## config.mk

```make
export PLATFORM = sky130hd
export DESIGN_NAME = dmac_ctl_top
export DESIGN_NICKNAME = d
export VERILOG_FILES = /design/src/rtl/dmac_ctl_pkg.sv /design/src/rtl/dmac_ctl_decode.sv /design/src/rtl/dmac_ctl_mask.sv /design/src/rtl/dmac_ctl_status.sv /design/src/rtl/dmac_ctl_top.sv
export SDC_FILE = /design/constraint.sdc
export NUM_CORES = 1
export LEC_CHECK = 0
export ABC_AREA = 0
export BUFFER_PORTS_ARGS = -buffer_cell sky130_fd_sc_hd__buf_2
export CAP_MARGIN = 5
export CORE_MARGIN = 8
export CORE_UTILIZATION = 47
export DETAILED_ROUTE_END_ITERATION = 16
export PLACE_DENSITY_LB_ADDON = 0.25
export SLEW_MARGIN = 20
export SYNTH_ARGS = -nofsm -noshare
export SYNTH_HDL_FRONTEND = slang
export SYNTH_SLANG_ARGS = --single-unit
export TNS_END_PERCENT = 100
```

## constraint.sdc

```tcl
create_clock -name clk -period 4.2 [get_ports clk]
set_input_delay 0.42 -clock clk [delete_from_list [all_inputs] [get_ports clk]]
set_output_delay 0.42 -clock clk [all_outputs]
set_load 0.005 [all_outputs]
```

## src/rtl/dmac_ctl_pkg.sv

```systemverilog
// Package: shared index codes and decoded write strobes for the DMA
// control-port block. Assumes a 4-bit controller index in which the upper
// half (0x8..0xF) addresses control registers.
package dmac_ctl_pkg;

    localparam logic [3:0] IDX_CMD    = 4'h8;
    localparam logic [3:0] IDX_REQ    = 4'h9;
    localparam logic [3:0] IDX_SMASK  = 4'hA;
    localparam logic [3:0] IDX_MODE   = 4'hB;
    localparam logic [3:0] IDX_PTRCLR = 4'hC;
    localparam logic [3:0] IDX_MRST   = 4'hD;
    localparam logic [3:0] IDX_MCLR   = 4'hE;
    localparam logic [3:0] IDX_MALL   = 4'hF;

    // Only bit 2 of the command byte is accepted.
    localparam logic [7:0] CMD_ALLOWED = 8'h04;
    // Bit of wdata that carries set/clear for request and single-mask writes.
    localparam int FLAG_BIT = 2;

    typedef struct packed {
        logic cmd;
        logic req;
        logic smask;
        logic mode;
        logic ptrclr;
        logic mrst;
        logic mclr;
        logic mall;
    } ctl_wr_t;

endpackage

```

## src/rtl/dmac_ctl_decode.sv

```systemverilog
// Module: dmac_ctl_decode
// Turns a host write or read at a control index into one-hot strobes.
// Assumes wr_en and rd_en are single-cycle qualified strobes.
module dmac_ctl_decode
    import dmac_ctl_pkg::*;
(
    input  logic       clk,
    input  logic       rst_n,
    input  logic       wr_en,
    input  logic       rd_en,
    input  logic [3:0] idx,
    output ctl_wr_t    wr_stb,
    output logic       rd_status,
    output logic       rd_mask
);

    // Write decode: one strobe per control index.
    always_comb begin
        wr_stb        = '0;
        wr_stb.cmd    = wr_en && (idx == IDX_CMD);
        wr_stb.req    = wr_en && (idx == IDX_REQ);
        wr_stb.smask  = wr_en && (idx == IDX_SMASK);
        wr_stb.mode   = wr_en && (idx == IDX_MODE);
        wr_stb.ptrclr = wr_en && (idx == IDX_PTRCLR);
        wr_stb.mrst   = wr_en && (idx == IDX_MRST);
        wr_stb.mclr   = wr_en && (idx == IDX_MCLR);
        wr_stb.mall   = wr_en && (idx == IDX_MALL);
    end

    // Read decode: only status and mask are readable.
    always_comb begin
        rd_status = rd_en && (idx == IDX_CMD);
        rd_mask   = rd_en && (idx == IDX_MALL);
    end

    // a write at a low index raises no strobe; at most one strobe at a time.
    assert_onehot_strobe_R13: assert property (@(posedge clk) disable iff (!rst_n)
        $onehot0(wr_stb) && ((wr_en && !idx[3]) -> (wr_stb == '0)));

endmodule

```

## src/rtl/dmac_ctl_mask.sv

```systemverilog
// Module: dmac_ctl_mask
// Holds the per-channel mask. It exposes the registered value and the
// next-state value, which the top uses to register the service vector.
// Assumes at most one of the write strobes is high in a cycle.
module dmac_ctl_mask #(
    parameter int NUM_CH = 4,
    localparam int SEL_W = $clog2(NUM_CH)
) (
    input  logic              clk,
    input  logic              rst_n,
    input  logic              mrst,
    input  logic              mclr,
    input  logic              mall,
    input  logic              smask,
    input  logic [SEL_W-1:0]  sel,
    input  logic              flag,
    input  logic [NUM_CH-1:0] all_val,
    output logic [NUM_CH-1:0] mask_q,
    output logic [NUM_CH-1:0] mask_d
);

    // Next mask from the single, clear-all, load-all and master-reset writes.
    always_comb begin
        mask_d = mask_q;
        if (mrst)
            mask_d = '1;
        else if (mclr)
            mask_d = '0;
        else if (mall)
            mask_d = all_val;
        else if (smask)
            mask_d[sel] = flag;
    end

    // Mask register; all channels masked out of reset.
    always_ff @(posedge clk) begin
        if (!rst_n)
            mask_q <= '1;
        else
            mask_q <= mask_d;
    end

    // master reset leaves every channel masked.
    assert_mrst_masks_all_R7: assert property (@(posedge clk) disable iff (!rst_n)
        mrst |=> (mask_q == '1));

    // a single-mask write touches only the selected bit.
    assert_single_mask_R4: assert property (@(posedge clk) disable iff (!rst_n)
        (smask && !mrst) |=> (mask_q[$past(sel)] == $past(flag)));

endmodule

```

## src/rtl/dmac_ctl_status.sv

```systemverilog
// Module: dmac_ctl_status
// Holds terminal-count flags (low half) and request flags (high half).
// Event order within a cycle: request write, then external release/assert,
// then terminal-count set; master reset overrides everything.
// Assumes strobes are one cycle wide.
module dmac_ctl_status #(
    parameter int NUM_CH = 4,
    localparam int SEL_W = $clog2(NUM_CH),
    localparam int ST_W  = 2 * NUM_CH
) (
    input  logic              clk,
    input  logic              rst_n,
    input  logic              mrst,
    input  logic              req_wr,
    input  logic [SEL_W-1:0]  sel,
    input  logic              flag,
    input  logic              rd_clr,
    input  logic [NUM_CH-1:0] dreq_set,
    input  logic [NUM_CH-1:0] dreq_clr,
    input  logic [NUM_CH-1:0] tc_in,
    output logic [ST_W-1:0]   stat_q,
    output logic [NUM_CH-1:0] req_d
);

    logic [NUM_CH-1:0] tc_d;

    // Next status: apply events in their fixed order.
    always_comb begin
        req_d = stat_q[ST_W-1:NUM_CH];
        tc_d  = stat_q[NUM_CH-1:0];
        if (req_wr) begin
            req_d[sel] = flag;
            tc_d[sel]  = 1'b0;
        end
        if (rd_clr)
            tc_d = '0;
        req_d = (req_d & ~dreq_clr) | dreq_set;
        tc_d  = tc_d | tc_in;
        if (mrst) begin
            req_d = '0;
            tc_d  = '0;
        end
    end

    // Status register.
    always_ff @(posedge clk) begin
        if (!rst_n)
            stat_q <= '0;
        else
            stat_q <= {req_d, tc_d};
    end

    // a terminal-count pulse is recorded unless master reset wins.
    assert_tc_sets_R11: assert property (@(posedge clk) disable iff (!rst_n)
        ((tc_in != '0) && !mrst) |=> ((stat_q[NUM_CH-1:0] & $past(tc_in)) == $past(tc_in)));

    // an external assert is recorded unless master reset wins.
    assert_dreq_sets_R10: assert property (@(posedge clk) disable iff (!rst_n)
        ((dreq_set != '0) && !mrst) |=> ((stat_q[ST_W-1:NUM_CH] & $past(dreq_set)) == $past(dreq_set)));

    // master reset empties status.
    assert_mrst_status_R7: assert property (@(posedge clk) disable iff (!rst_n)
        mrst |=> (stat_q == '0));

endmodule

```

## src/rtl/dmac_ctl_top.sv

```systemverilog
// Module: dmac_ctl_top
// Control-port section of a four-channel DMA controller: command, mask,
// status and mode registers, host read mux, byte-pointer clear pulse and a
// registered service-request vector. Assumes NUM_CH * 2 <= DATA_W.
module dmac_ctl_top
    import dmac_ctl_pkg::*;
#(
    parameter int NUM_CH = 4,
    parameter int DATA_W = 8,
    localparam int SEL_W = $clog2(NUM_CH),
    localparam int ST_W  = 2 * NUM_CH
) (
    input  logic                     clk,
    input  logic                     rst_n,
    input  logic                     wr_en,
    input  logic                     rd_en,
    input  logic [3:0]               idx,
    input  logic [DATA_W-1:0]        wdata,
    output logic [DATA_W-1:0]        rdata,
    input  logic [NUM_CH-1:0]        dreq_set,
    input  logic [NUM_CH-1:0]        dreq_clr,
    input  logic [NUM_CH-1:0]        tc_in,
    output logic [NUM_CH-1:0]        svc_req,
    output logic                     clr_ptr,
    output logic [DATA_W-1:0]        cmd_q,
    output logic [NUM_CH*DATA_W-1:0] mode_flat
);

    ctl_wr_t            wr_stb;
    logic               rd_status;
    logic               rd_mask;
    logic [NUM_CH-1:0]  mask_q;
    logic [NUM_CH-1:0]  mask_d;
    logic [ST_W-1:0]    stat_q;
    logic [NUM_CH-1:0]  req_d;
    logic [SEL_W-1:0]   sel;
    logic               flag;
    logic               cmd_ok;

    assign sel  = wdata[SEL_W-1:0];
    assign flag = wdata[FLAG_BIT];

    dmac_ctl_decode i_decode (
        .clk       (clk),
        .rst_n     (rst_n),
        .wr_en     (wr_en),
        .rd_en     (rd_en),
        .idx       (idx),
        .wr_stb    (wr_stb),
        .rd_status (rd_status),
        .rd_mask   (rd_mask)
    );

    dmac_ctl_mask #(.NUM_CH(NUM_CH)) i_mask (
        .clk     (clk),
        .rst_n   (rst_n),
        .mrst    (wr_stb.mrst),
        .mclr    (wr_stb.mclr),
        .mall    (wr_stb.mall),
        .smask   (wr_stb.smask),
        .sel     (sel),
        .flag    (flag),
        .all_val (wdata[NUM_CH-1:0]),
        .mask_q  (mask_q),
        .mask_d  (mask_d)
    );

    dmac_ctl_status #(.NUM_CH(NUM_CH)) i_status (
        .clk      (clk),
        .rst_n    (rst_n),
        .mrst     (wr_stb.mrst),
        .req_wr   (wr_stb.req),
        .sel      (sel),
        .flag     (flag),
        .rd_clr   (rd_status),
        .dreq_set (dreq_set),
        .dreq_clr (dreq_clr),
        .tc_in    (tc_in),
        .stat_q   (stat_q),
        .req_d    (req_d)
    );

    // Command filter: accept zero or values using only the permitted bit.
    assign cmd_ok = ((wdata & ~DATA_W'(CMD_ALLOWED)) == '0);

    // Command register: loaded by accepted writes, cleared by master reset.
    always_ff @(posedge clk) begin
        if (!rst_n)
            cmd_q <= '0;
        else if (wr_stb.mrst)
            cmd_q <= '0;
        else if (wr_stb.cmd && cmd_ok)
            cmd_q <= wdata;
    end

    // Per-channel mode bytes, one register per channel.
    for (genvar ch = 0; ch < NUM_CH; ch++) begin : g_mode
        // Mode byte for this channel, loaded when the select matches.
        always_ff @(posedge clk) begin
            if (!rst_n)
                mode_flat[ch*DATA_W +: DATA_W] <= '0;
            else if (wr_stb.mode && (sel == SEL_W'(ch)))
                mode_flat[ch*DATA_W +: DATA_W] <= wdata;
        end
    end

    // Service vector, registered from the next mask and request state.
    always_ff @(posedge clk) begin
        if (!rst_n)
            svc_req <= '0;
        else
            svc_req <= ~mask_d & req_d;
    end

    // Byte-pointer clear pulse, one cycle after a clear or master reset write.
    always_ff @(posedge clk) begin
        if (!rst_n)
            clr_ptr <= 1'b0;
        else
            clr_ptr <= wr_stb.ptrclr || wr_stb.mrst;
    end

    // Host read mux: status, mask, or zero.
    always_comb begin
        rdata = '0;
        if (rd_status)
            rdata[ST_W-1:0] = stat_q;
        else if (rd_mask)
            rdata[NUM_CH-1:0] = mask_q;
    end

    // the command register only ever holds a legal value.
    assert_cmd_legal_R2: assert property (@(posedge clk) disable iff (!rst_n)
        ((cmd_q & ~DATA_W'(CMD_ALLOWED)) == '0));

    // a masked channel is never offered for service.
    assert_svc_unmasked_R12: assert property (@(posedge clk) disable iff (!rst_n)
        ((svc_req & mask_q) == '0));

    // the pointer clear is a single-cycle pulse unless writes repeat.
    assert_ptr_pulse_R6: assert property (@(posedge clk) disable iff (!rst_n)
        (clr_ptr && !$past(wr_stb.ptrclr || wr_stb.mrst)) |-> 1'b0);

    // nothing is returned without a read strobe.
    assert_rdata_idle_R9: assert property (@(posedge clk) disable iff (!rst_n)
        !rd_en |-> (rdata == '0));

endmodule

```

* Word level (Yosys, flattened, before mapping)
Index checks and enable logic that the tools add are counted. Widths: inputs -> output; s select.
Word-level totals: register bits after elaboration 57, bits of input ports 28, output and inout port bits 53, word-level logic and storage cells 67
Cells by class: order comparisons 2, equality and inequality tests 11, muxes and demuxes 15, bitwise operators 9, reductions and logical operators 20
Operators with widths (count):
- $mux 4 | 11
- $eq 4x4->1 const B | 8
- $logic_and 1x1->1 | 16
- $and 4x4->4 | 3
- $not 4->4 | 3
- $bwmux 4 | 2
- $logic_not 8->1 | 1
- $or 4x4->4 | 2
- $eq 2x2->1 const B | 2
- $lt 2x3->1 const B | 1
- $demux 1 s2 | 1
- $eq 2x1->1 const B | 1
- $ge 2x1->1 const B | 1
- $logic_not 2->1 | 1
- $reduce_or 2->1 | 1
- $logic_or 1x1->1 | 1
- $mux 1 | 1
- $not 1->1 | 1

* Logic depth before layout (Yosys ltp)
Gate-level depths: netlist of run 1.
word-level depth 11, depth in mapped cells 6, depth with buffers taken out 4

* Hierarchy
From an unflattened synthesis of run 1, not the netlist that was laid out.
Unflattened totals: cell total of the unflattened synthesis 245, area total of the unflattened synthesis 2467.4 µm²
By module, submodules not included:
- dmac_ctl_top | instances 1, cells an instance 151, area an instance 1680.4 µm², sequential area each 900.9 µm²
- dmac_ctl_status | instances 1, cells an instance 43, area an instance 380.4 µm², sequential area each 160.2 µm²
- dmac_ctl_mask | instances 1, cells an instance 34, area an instance 290.3 µm², sequential area each 80.1 µm²
- dmac_ctl_decode | instances 1, cells an instance 17, area an instance 116.4 µm², sequential area each 0.0 µm²

* Worst setup path before layout of run 1
No wires, ideal clock.
path kind input to output, start input port idx[1], end output port rdata[0], arrival 1371 ps, data required time 3780 ps, setup slack 2409 ps, stages 4, buffers on the path 1, cell sequence buf_2 > nor4b_2 > and2_1 > a22o_1
On the way: longest elaborated chain between the ends 4, elaborated cells on any way between the ends 6, classes of those cells 2 x eq/ne; 2 x mux; 2 x reduce/logical
RTL lines:
- start: declaration | line dmac_ctl_top.sv:17 | input logic [3:0] idx,
- $eq 4x4->1 | line dmac_ctl_decode.sv:33 | rd_mask = rd_en && (idx == IDX_MALL);
- $logic_and 1x1->1 | line dmac_ctl_decode.sv:33
- $mux 4 | line dmac_ctl_top.sv:128 | else if (rd_mask)
- $mux 4 * | line dmac_ctl_top.sv:126 | if (rd_status)
- end: declaration | line dmac_ctl_top.sv:19 | output logic [DATA_W-1:0] rdata,
Mark *: on every way between the ends. The rest lies on a longest branch, timed or not.

* Final worst setup path of run 1
start input port idx[0], end output port rdata[1]
The elaborated chain is that of the path after synthesis.

==> results of run 1 <==
## metal layers
layer  share of wire  vias up
li1                -      972
met1            0.44      891
met2            0.45       64
met3           0.091        7
met4           0.012        0
met5               0        -
## path summary, 6_finish.rpt
path,cells past startpoint,endpoint
setup / recovery,5,rdata[1]
hold / removal,3,i_status.stat_q[0]$_SDFF_PP0_
setup reg to reg,2,svc_req[0]$_SDFF_PN0_
hold reg to reg,2,mode_flat[16]$_SDFFE_PN0P_
## final cells by class
class                           count  area share
Clock buffer                       14      0.0543
Clock inverter                      2      0.0201
Inverter                            5     0.00627
Multi-Input combinational cell    153       0.374
Sequential cell                    57       0.381
Tap cell                           67      0.0280
Timing Repair Buffer               81       0.136
## worst register-to-register path, stage by stage, from the launching register on
cell	delay [ns]
dfxtp_1	0.33
a221o_1	0.34
a211oi_1	0.21
## Yosys cell counts (all sizes together), types with 2 or more instances
| master | number |
|---|---|
| nor4b | 3 |
| nor2b | 27 |
| nand2 | 8 |
| clkbuf | 6 |
| a31oi | 4 |
| and3b | 4 |
| nor4 | 2 |
| a21oi | 2 |
| o21ai | 2 |
| inv | 5 |
| nor3 | 2 |
| a311oi | 3 |
| a211oi | 3 |
| mux2i | 26 |
| and2 | 3 |
| o21a | 5 |
| and4 | 3 |
| nor3b | 2 |
| a22o | 4 |
| nor4bb | 2 |
| and3 | 13 |
| a21o | 3 |
| nor2 | 16 |
| a221o | 3 |
| nand3 | 5 |
| buf | 5 |
| dfxtp | 57 |
## through the flow
stage                     area (sq um)  instances   util
after floorplan                   2330        226      -
final                             2990        379  0.629
after detailed placement          2770        363  0.583
after CTS                         2990        379  0.629
after global routing              2990        379  0.629
after global placement            2770        363  0.583
## cell families (layout without fill, tap and decap cells)
family                 count (synthesis)  in the layout
AO/OA/AOI/OAI                         32             32
buffers and inverters                 16            102
flip-flops                            57             57
multiplexers                          26             26
AND/OR/NAND/NOR                       95             95
## report_power, final
| group | internal (mW) | total [mW] | switching, mW |
|---|---|---|---|
| Combinational | 0.0307 | 0.0742 | 0.0434 |
| Clock | 0.367 | 0.574 | 0.207 |
| Sequential | 0.550 | 0.555 | 0.00465 |
| Total | 0.948 | 1.20 | 0.255 |
## registers in the layout, summed over array words and instances (netlist names)
register         cells
clr_ptr              1
i_status.stat_q      8
mode_flat           32
cmd_q                8
i_mask.mask_q        4
svc_req              4
==> metrics.txt, run 1 <==
Area contributors post-synth dfxtp_1, mux2i_1, nor2b_1; # Post-CTS Setup Buffers 0; mapped cell area 2330 sq um; CP peak stage delay 0.61 ns; fmax 457 MHz; Synth Area in XOR/XNOR 0; Row Count 25; area leader, netlist dfxtp_1; share of the synthesized area in the top cell type 0.491; Final Wtd Congestion 0.804; Root Buffer Master clkbuf_8; area of the multi-input gates 1120 sq um; critical-path maximum fanout 9; hold_ws 0.298 ns; cells resized by post-CTS repair 0; MaxCap Viol Count 0; Clock Latency Late Sink 0.33 ns; clock sinks 57; drt pass-1 iters 4; Pleak 1.36 nW; Crit path required time 3.78 ns; mean post-synth cell area 10.3 sq um; total track usage 0.162; Setup TNS 0 ns; largest net degree at the start of global routing 36; RSZ-0062 raised after global routing no; most common cell after layout, fill and taps aside buf_2; die area 7460 sq um; Final Hold Viols 0; Tcrit/Tclk final 0.521; H-tree depth 3; vias in the first global route 1,894; P&R area growth vs syn 28.7%; gr ovfl total 0; Primary FF master, synth dfxtp_1; Worst Setup SP idx[0]; Mapped Nets 254; min cycle time layout 2.19 ns; mux contribution to synthesized area 0.112; post-synthesis instance total 226; share of layout cells above drive strength 1 0.314; DR WL/cell 15.8 microns; # diodes 0; CP delay by family, top simple AND/OR/NAND/NOR gates; met1 Track Usage GR 0.186; Compound-Gate Fraction of Synth Area 0.105; Cell Chain, Critical Path buf_2 -> nor4b_2 -> and2_1 -> a22o_1 -> buf_2; most frequent cells in the layout buf_2, dfxtp_1, nor2b_1; Setup Viol. Count Final 0; # nets final 335; dpl hpwl 4.35 mm; measured slew at the worst slew-check pin 1.04 ns; final clock skew 0.00727 ns; Post-Synth Adder-Cell Area 0; Clock Path Buffers 2; Post-synth EDFFs 0; peak supply drop 293 uV; max-slew violations 0; Warnings, synthesis 0; Total Power 1.20 mW; Routed Antenna Nets 0; final worst setup slack 2.01 ns; synthesized flop and latch total 57; Reg area 1140 sq um; WL final 5.99 mm; die width 86.4 microns; relative slew slack 0.299; TritonCTS Buffers 9; Core Region 4750 sq um; via count 1,934; Reg clk slew, reported paths 0.06 ns; startpoint types input port; worst slack, placed 2.04 ns; Post-Synth Simple-Gate Area 0.264; asr flop ratio synth 0; first-pass GRT wire length 9.42 mm; post-synth cell types 38; grt met3 use 0.0832; power per cell area 402 nW/um^2; hold path startpoint tc_in[0]; die height 86.4 microns; remaining routing DRC violations 0; critical path type input port to output port; port bufs 80; Vias/cell 5.10; Fillers 430; IO Pins 81; largest family of logic cells by synthesized area simple AND/OR/NAND/NOR gates; Initial Utilization 0.489; Crit path arrival time 1.77 ns; FF-to-FF Start i_mask.mask_q[0]$_SDFF_PN1_; CP most frequent cell buf_2; outcome complete, no violations; grt peak-use layer met2; initial antenna violation count 0; CP endpoint kind output port; Slowest cell on crit path nor4b_2; DR iter-0 viols 136; grt met2 use 0.246; Min-Delay Path Class input port to flip-flop; TritonCTS clock tree done; R2R setup slack 3.22 ns; CTS Hold Buffers Added 0; register area share after synthesis 0.491; Worst Path Buf+Inv 2
Note: power is estimated with default switching activity, not from simulation.
==> run 2, diff against run 1 <==
Clock period 4.2 ns to 2.1 ns, I/O delays scaled along.
==> metrics.txt, run 2 (synthesized netlist as in run 1, its figures left out) <==
Reg clk slew, reported paths 0.06 ns (about the same); Cell Chain, Critical Path buf_2 -> nor4b_2 -> and2_1 -> a22o_1 -> buf_2; placed cells 368 (+1.4%); Worst Path Buf+Inv 2 (unchanged); Core Region 4750 sq um (unchanged); max reg flops 32 (unchanged); top flop regs mode_flat (32), cmd_q (8), i_status.stat_q (8); Root Buffer Master clkbuf_8; peak supply drop 666 uV (+130%); Slowest cell on crit path nor4b_2; gr ovfl total 0 (unchanged); CP peak stage delay 0.38 ns (-0.23 ns); P&R area growth vs syn 29.2%; CTS Hold Buffers Added 0 (unchanged); share of layout cells above drive strength 1 0.331 (+0.0171); Tcrit/Tclk final 0.713; cells resized by post-CTS repair 0 (unchanged); vias in the first global route 2,002 (+5.7%); die height 86.4 microns (unchanged); port bufs 80 (unchanged); Setup TNS 0 ns (unchanged); # diodes 0 (unchanged); MaxCap Viol Count 0 (unchanged); most common cell after layout, fill and taps aside buf_2; # Post-CTS Setup Buffers 0 (unchanged); CP endpoint kind output port; Crit path required time 1.89 ns (-1.89 ns); CP delay by family, top simple AND/OR/NAND/NOR gates; TritonCTS Buffers 9 (unchanged); max-slew violations 0 (unchanged); Setup Viol. Count Final 0 (unchanged); RSZ-0062 raised after global routing no; total track usage 0.169 (+0.00709); final worst setup slack 0.602 ns (-1.41 ns); measured slew at the worst slew-check pin 0.419 ns (-0.624 ns); TritonCTS clock tree done; remaining routing DRC violations 0 (unchanged); min cycle time layout 1.50 ns; relative slew slack 0.716 (+0.417); clock sinks 57 (unchanged); first-pass GRT wire length 9.75 mm (+3.5%); die area 7460 sq um (unchanged); final clock skew 0.00260 ns (-0.00467 ns); worst slack, placed 0.374 ns (-1.66 ns); IO Pins 81 (unchanged); largest net degree at the start of global routing 34 (-5.6%); DR iter-0 viols 100 (-26%); power per cell area 756 nW/um^2 (+88%); H-tree depth 3 (unchanged); dpl hpwl 4.51 mm (+3.6%); Min-Delay Path Class input port to flip-flop; drt pass-1 iters 5 (+1); critical-path maximum fanout 9 (unchanged); Initial Utilization 0.489 (unchanged); Vias/cell 5.11 (+0.23%); Final Wtd Congestion 0.830 (+3.2%); CP most frequent cell buf_2; Final Hold Viols 0 (unchanged); initial antenna violation count 1 (+1); Routed Antenna Nets 0 (unchanged); outcome complete, no violations; Non-Filler Instances 384 (+1.3%); Row Count 25 (unchanged); die width 86.4 microns (unchanged); critical path type input port to output port; most frequent cells in the layout buf_2, dfxtp_1, nor2b_1; Clock Latency Late Sink 0.33 ns (about the same); design area 3000 sq um (+0.38%); # nets final 340 (+1.5%); fmax 668 MHz; WL final 6.11 mm (+2.0%); Placed Area 2810 sq um (+1.4%); startpoint types input port; DR WL/cell 15.9 microns (+0.63%); Crit path arrival time 1.29 ns (-0.48 ns); Clock Path Buffers 2 (unchanged); via count 1,964 (+1.6%); Largest Register mode_flat; Pleak 1.37 nW (+0.76%)
[run 2: changes by cell type in the layout (fill, tap and decap cells not counted)]
cell        before  now
clkbuf_1         3    1
clkinv_2         0    2
clkinvlp_4       0    2
buf_4            1    6
clkbuf_8        11   10
bufinv_16        2    1
[run 2: power breakdown]
group	total [mW]	switching (mW)	leakage, nW	internal, mW
clock network	1.01	0.432	0.0953	0.576
registers	1.11	0.00918	0.462	1.10
logic	0.153	0.0888	0.814	0.0647
total	2.27	0.530	1.37	1.74
[run 2: cell type report]
type                       count  area [sq um]
clock inverter                 5          55.1
clock buffer                  11           141
tap                           67          83.8
timing repair buffer          86           445
multi-input combinational    153          1120
sequential                    57          1140
inverter                       5          18.8
fill                         445          1750
[run 2: worst min-delay path, cell delays in order]
cell     delay [ns]
buf_2          0.08
a31oi_1        0.03
nor2_1         0.06
[run 2: per-stage QoR]
stage / power (mW) / util / hold slack [ns]
detailed placement: 1.29 / 0.591 / 0.423
CTS: 2.28 / 0.632 / 0.0761
global placement: 1.28 / 0.591 / 0.415
finish: 2.27 / 0.632 / 0.0818
global route: 2.35 / 0.632 / 0.0803
floorplan: 1.22 / - / 0.328
[run 2: routing by layer]
metal	GRT usage	wire (microns)	vias to the layer above
li1	-	-	982
met1	0.188	2590	895
met2	0.265	2810	70
met3	0.0737	563	15
met4	0.0908	131	2
met5	0	11	-
[run 2: path summary, 6_finish.rpt]
kind                            slack (ns)                        start  depth (start not counted)                            end
worst max register to register        1.11  i_mask.mask_q[0]$_SDFF_PN1_                          2          svc_req[0]$_SDFF_PN0_
worst min-delay path                  0.08                     tc_in[0]                          3  i_status.stat_q[0]$_SDFF_PP0_
worst min register to register        0.43    mode_flat[9]$_SDFFE_PN0P_                          2      mode_flat[9]$_SDFFE_PN0P_
worst max-delay path                  0.60                       idx[0]                          5                       rdata[3]
==> run 3, diff against run 2 <==
Settings changed: ABC_AREA 0 to 1.
Clock period 2.1 ns to 1.5 ns, I/O delays scaled along.
==> metrics.txt, run 3 <==
via count 2,202 (+12%); Primary FF master, synth dfxtp_1; Crit path arrival time 1.16 ns (-0.13 ns); critical path endpoint rdata[7]; MaxCap Viol Count 0 (unchanged); worst flop-to-flop path endpoint svc_req[3]$_SDFF_PN0_; IO Pins 81 (unchanged); TritonCTS Buffers 9 (unchanged); cells resized by post-CTS repair 0 (unchanged); final clock skew 0.00284 ns (+0.000236 ns); post-synth cell types 23 (-39%); max reg flops 32 (unchanged); critical path type input port to output port; asr flop ratio synth 0 (unchanged); mean post-synth cell area 7.84 sq um (-24%); P&R area growth vs syn 29.8%; mapped cell area 2350 sq um (+1.1%); die height 86.7 microns (+0.43%); design area 3050 sq um (+1.6%); clock sinks 57 (unchanged); first-pass GRT wire length 10.2 mm (+4.7%); dpl hpwl 4.68 mm (+3.8%); Root Buffer Master clkbuf_8; Mapped Nets 328 (+29%); fmax 763 MHz; Clock Path Buffers 2 (unchanged); Final Wtd Congestion 0.807 (-2.7%); most common cell after layout, fill and taps aside buf_2; R2R depth 6 (+4); TritonCTS clock tree done; Pleak 1.57 nW (+15%); H-tree depth 3 (unchanged); Placed Area 2810 sq um (unchanged); WL final 6.15 mm (+0.75%); remaining routing DRC violations 0 (unchanged); outcome complete, no violations; Vias/cell 4.79 (-6.4%); # nets final 416 (+22%); Clock Latency Late Sink 0.33 ns (about the same); die width 86.7 microns (+0.43%); Warnings, synthesis 0 (unchanged); Final Hold Viols 0 (unchanged); post-synthesis instance total 300 (+33%); peak supply drop 789 uV (+19%); top-count cell post-synth dfxtp_1; RSZ-0062 raised after global routing no; initial antenna violation count 0 (-1); Area contributors post-synth dfxtp_1, nand2_1, nor2_1; Fillers 447 (+0.45%); share of layout cells above drive strength 1 0.316 (-0.0157); Hold Crit Depth 3 (unchanged); Setup TNS 0 ns (unchanged); register area share after synthesis 0.485 (-0.00522); Largest Register mode_flat; CTS Hold Buffers Added 0 (unchanged); Setup Viol. Count Final 0 (unchanged); # Post-CTS Setup Buffers 0 (unchanged); Post-synth EDFFs 0 (unchanged); Worst Setup SP idx[3]; area leader, netlist dfxtp_1; R2R setup slack 0.55 ns (-0.56 ns); Routed Antenna Nets 0 (unchanged); most frequent cells in the layout buf_2, dfxtp_1, nand2_1; Slowest cell on crit path inv_1; measured slew at the worst slew-check pin 0.495 ns (+0.0759 ns); WP depth 8 (+3); drt pass-1 iters 4 (-1); Initial Utilization 0.491 (+0.00203); port bufs 80 (unchanged); max-slew violations 0 (unchanged); share of the synthesized area in the top cell type 0.485 (-0.00522); CP peak stage delay 0.18 ns (-0.20 ns); Min-Delay Path Class input port to flip-flop; synth cell count leaders dfxtp_1, nand2_1, nor2_1, inv_1, a21oi_1; Core Region 4790 sq um (+0.66%); CP endpoint kind output port; DR WL/cell 13.4 microns (-16%); power per cell area 1170 nW/um^2 (+54%); min cycle time layout 1.31 ns; relative slew slack 0.669 (-0.0470); die area 7520 sq um (+0.87%); Non-Filler Instances 460 (+20%); Reg clk slew, reported paths 0.06 ns (about the same); Crit path required time 1.35 ns (-0.54 ns); total track usage 0.173 (+0.00424); placed cells 444 (+21%); largest net degree at the start of global routing 14 (-59%); synthesized flop and latch total 57 (unchanged); Row Count 25 (unchanged); vias in the first global route 2,235 (+12%); FF-to-FF Start i_status.stat_q[7]$_SDFF_PN0_; # diodes 0 (unchanged); Cell Chain, Critical Path buf_2 -> inv_1 -> nor2_4 -> nand3_1 -> inv_1 -> nand2_2 -> nor2_1 -> buf_2; critical-path maximum fanout 8 (-1); gr ovfl total 0 (unchanged); startpoint types input port; DR iter-0 viols 170 (+70%); Worst Path Buf+Inv 4 (+2); CP delay by family, top simple AND/OR/NAND/NOR gates; Tcrit/Tclk final 0.874; top flop regs mode_flat (32), cmd_q (8), i_status.stat_q (8)
run 3: cell count changes after synthesis, moves of 6 or more:
cell and change:
nand3_1 +6, a21oi_1 +29, nand2_1 +47, inv_1 +29, nor2_4 +8, mux2i_1 -26, and3_1 -13, nor2_1 +28
nor2b_1 -27, o21ai_0 +23
run 3: worst min-delay path by stage:
stage | slack [ns] | from | endpoint
floorplan | 0.23 | idx[1] | clr_ptr$_SDFF_PN0_
global placement | 0.36 | tc_in[2] | i_status.stat_q[2]$_SDFF_PP0_
detailed placement | 0.37 | tc_in[0] | i_status.stat_q[0]$_SDFF_PP0_
CTS | 0.01 | tc_in[2] | i_status.stat_q[2]$_SDFF_PP0_
global route | 0.03 | tc_in[2] | i_status.stat_q[2]$_SDFF_PP0_
finish | 0.02 | tc_in[2] | i_status.stat_q[2]$_SDFF_PP0_
run 3: final cells by class:
cell class | count | area, sq um | area share
Timing Repair Buffer | 86 | 445 | 0.146
Tap cell | 67 | 83.8 | 0.0275
Multi-Input combinational cell | 198 | 1000 | 0.328
Clock buffer | 11 | 141 | 0.0463
Sequential cell | 57 | 1140 | 0.374
Inverter | 36 | 135 | 0.0443
Clock inverter | 5 | 103 | 0.0336
run 3: report_power, final:
part	internal [mW]	switching (mW)	total [mW]
clock	1.15	0.613	1.76
combinational	0.0864	0.156	0.242
sequential	1.54	0.0149	1.56
run 3: per-stage QoR:
step	hold slack [ns]	worst slack (ns)	total power, mW	util
finish	0.0212	0.189	3.56	0.638
global route	0.0293	0.0616	3.68	0.638
detailed placement	0.369	0.182	1.83	0.587
CTS	0.0134	0.183	3.58	0.638
global placement	0.360	0.225	1.83	0.587
floorplan	0.229	0.483	1.73	-
run 3: routing by layer:
metal / track usage / vias up / part of all wire
li1: - / 1143 / -
met1: 0.197 / 1001 / 0.45
met2: 0.273 / 50 / 0.47
met3: 0.0766 / 8 / 0.067
met4: 0.0751 / 0 / 0.015
met5: 0 / - / 0
run 3: kinds of logic after synthesis:
| group | share of synthesized area |
|---|---|
| compound gates | 0.172 |
| buf+inv | 0.0883 |
| flops | 0.485 |
| simple gates | 0.254 |
run 3: worst register-to-register path, stage by stage, from the launching register on:
cell     delay [ns]
dfxtp_1        0.31
nand2_1        0.06
o21ai_0        0.08
nand2_1        0.07
o21ai_1        0.07
a21oi_1        0.18
nor2_1         0.07
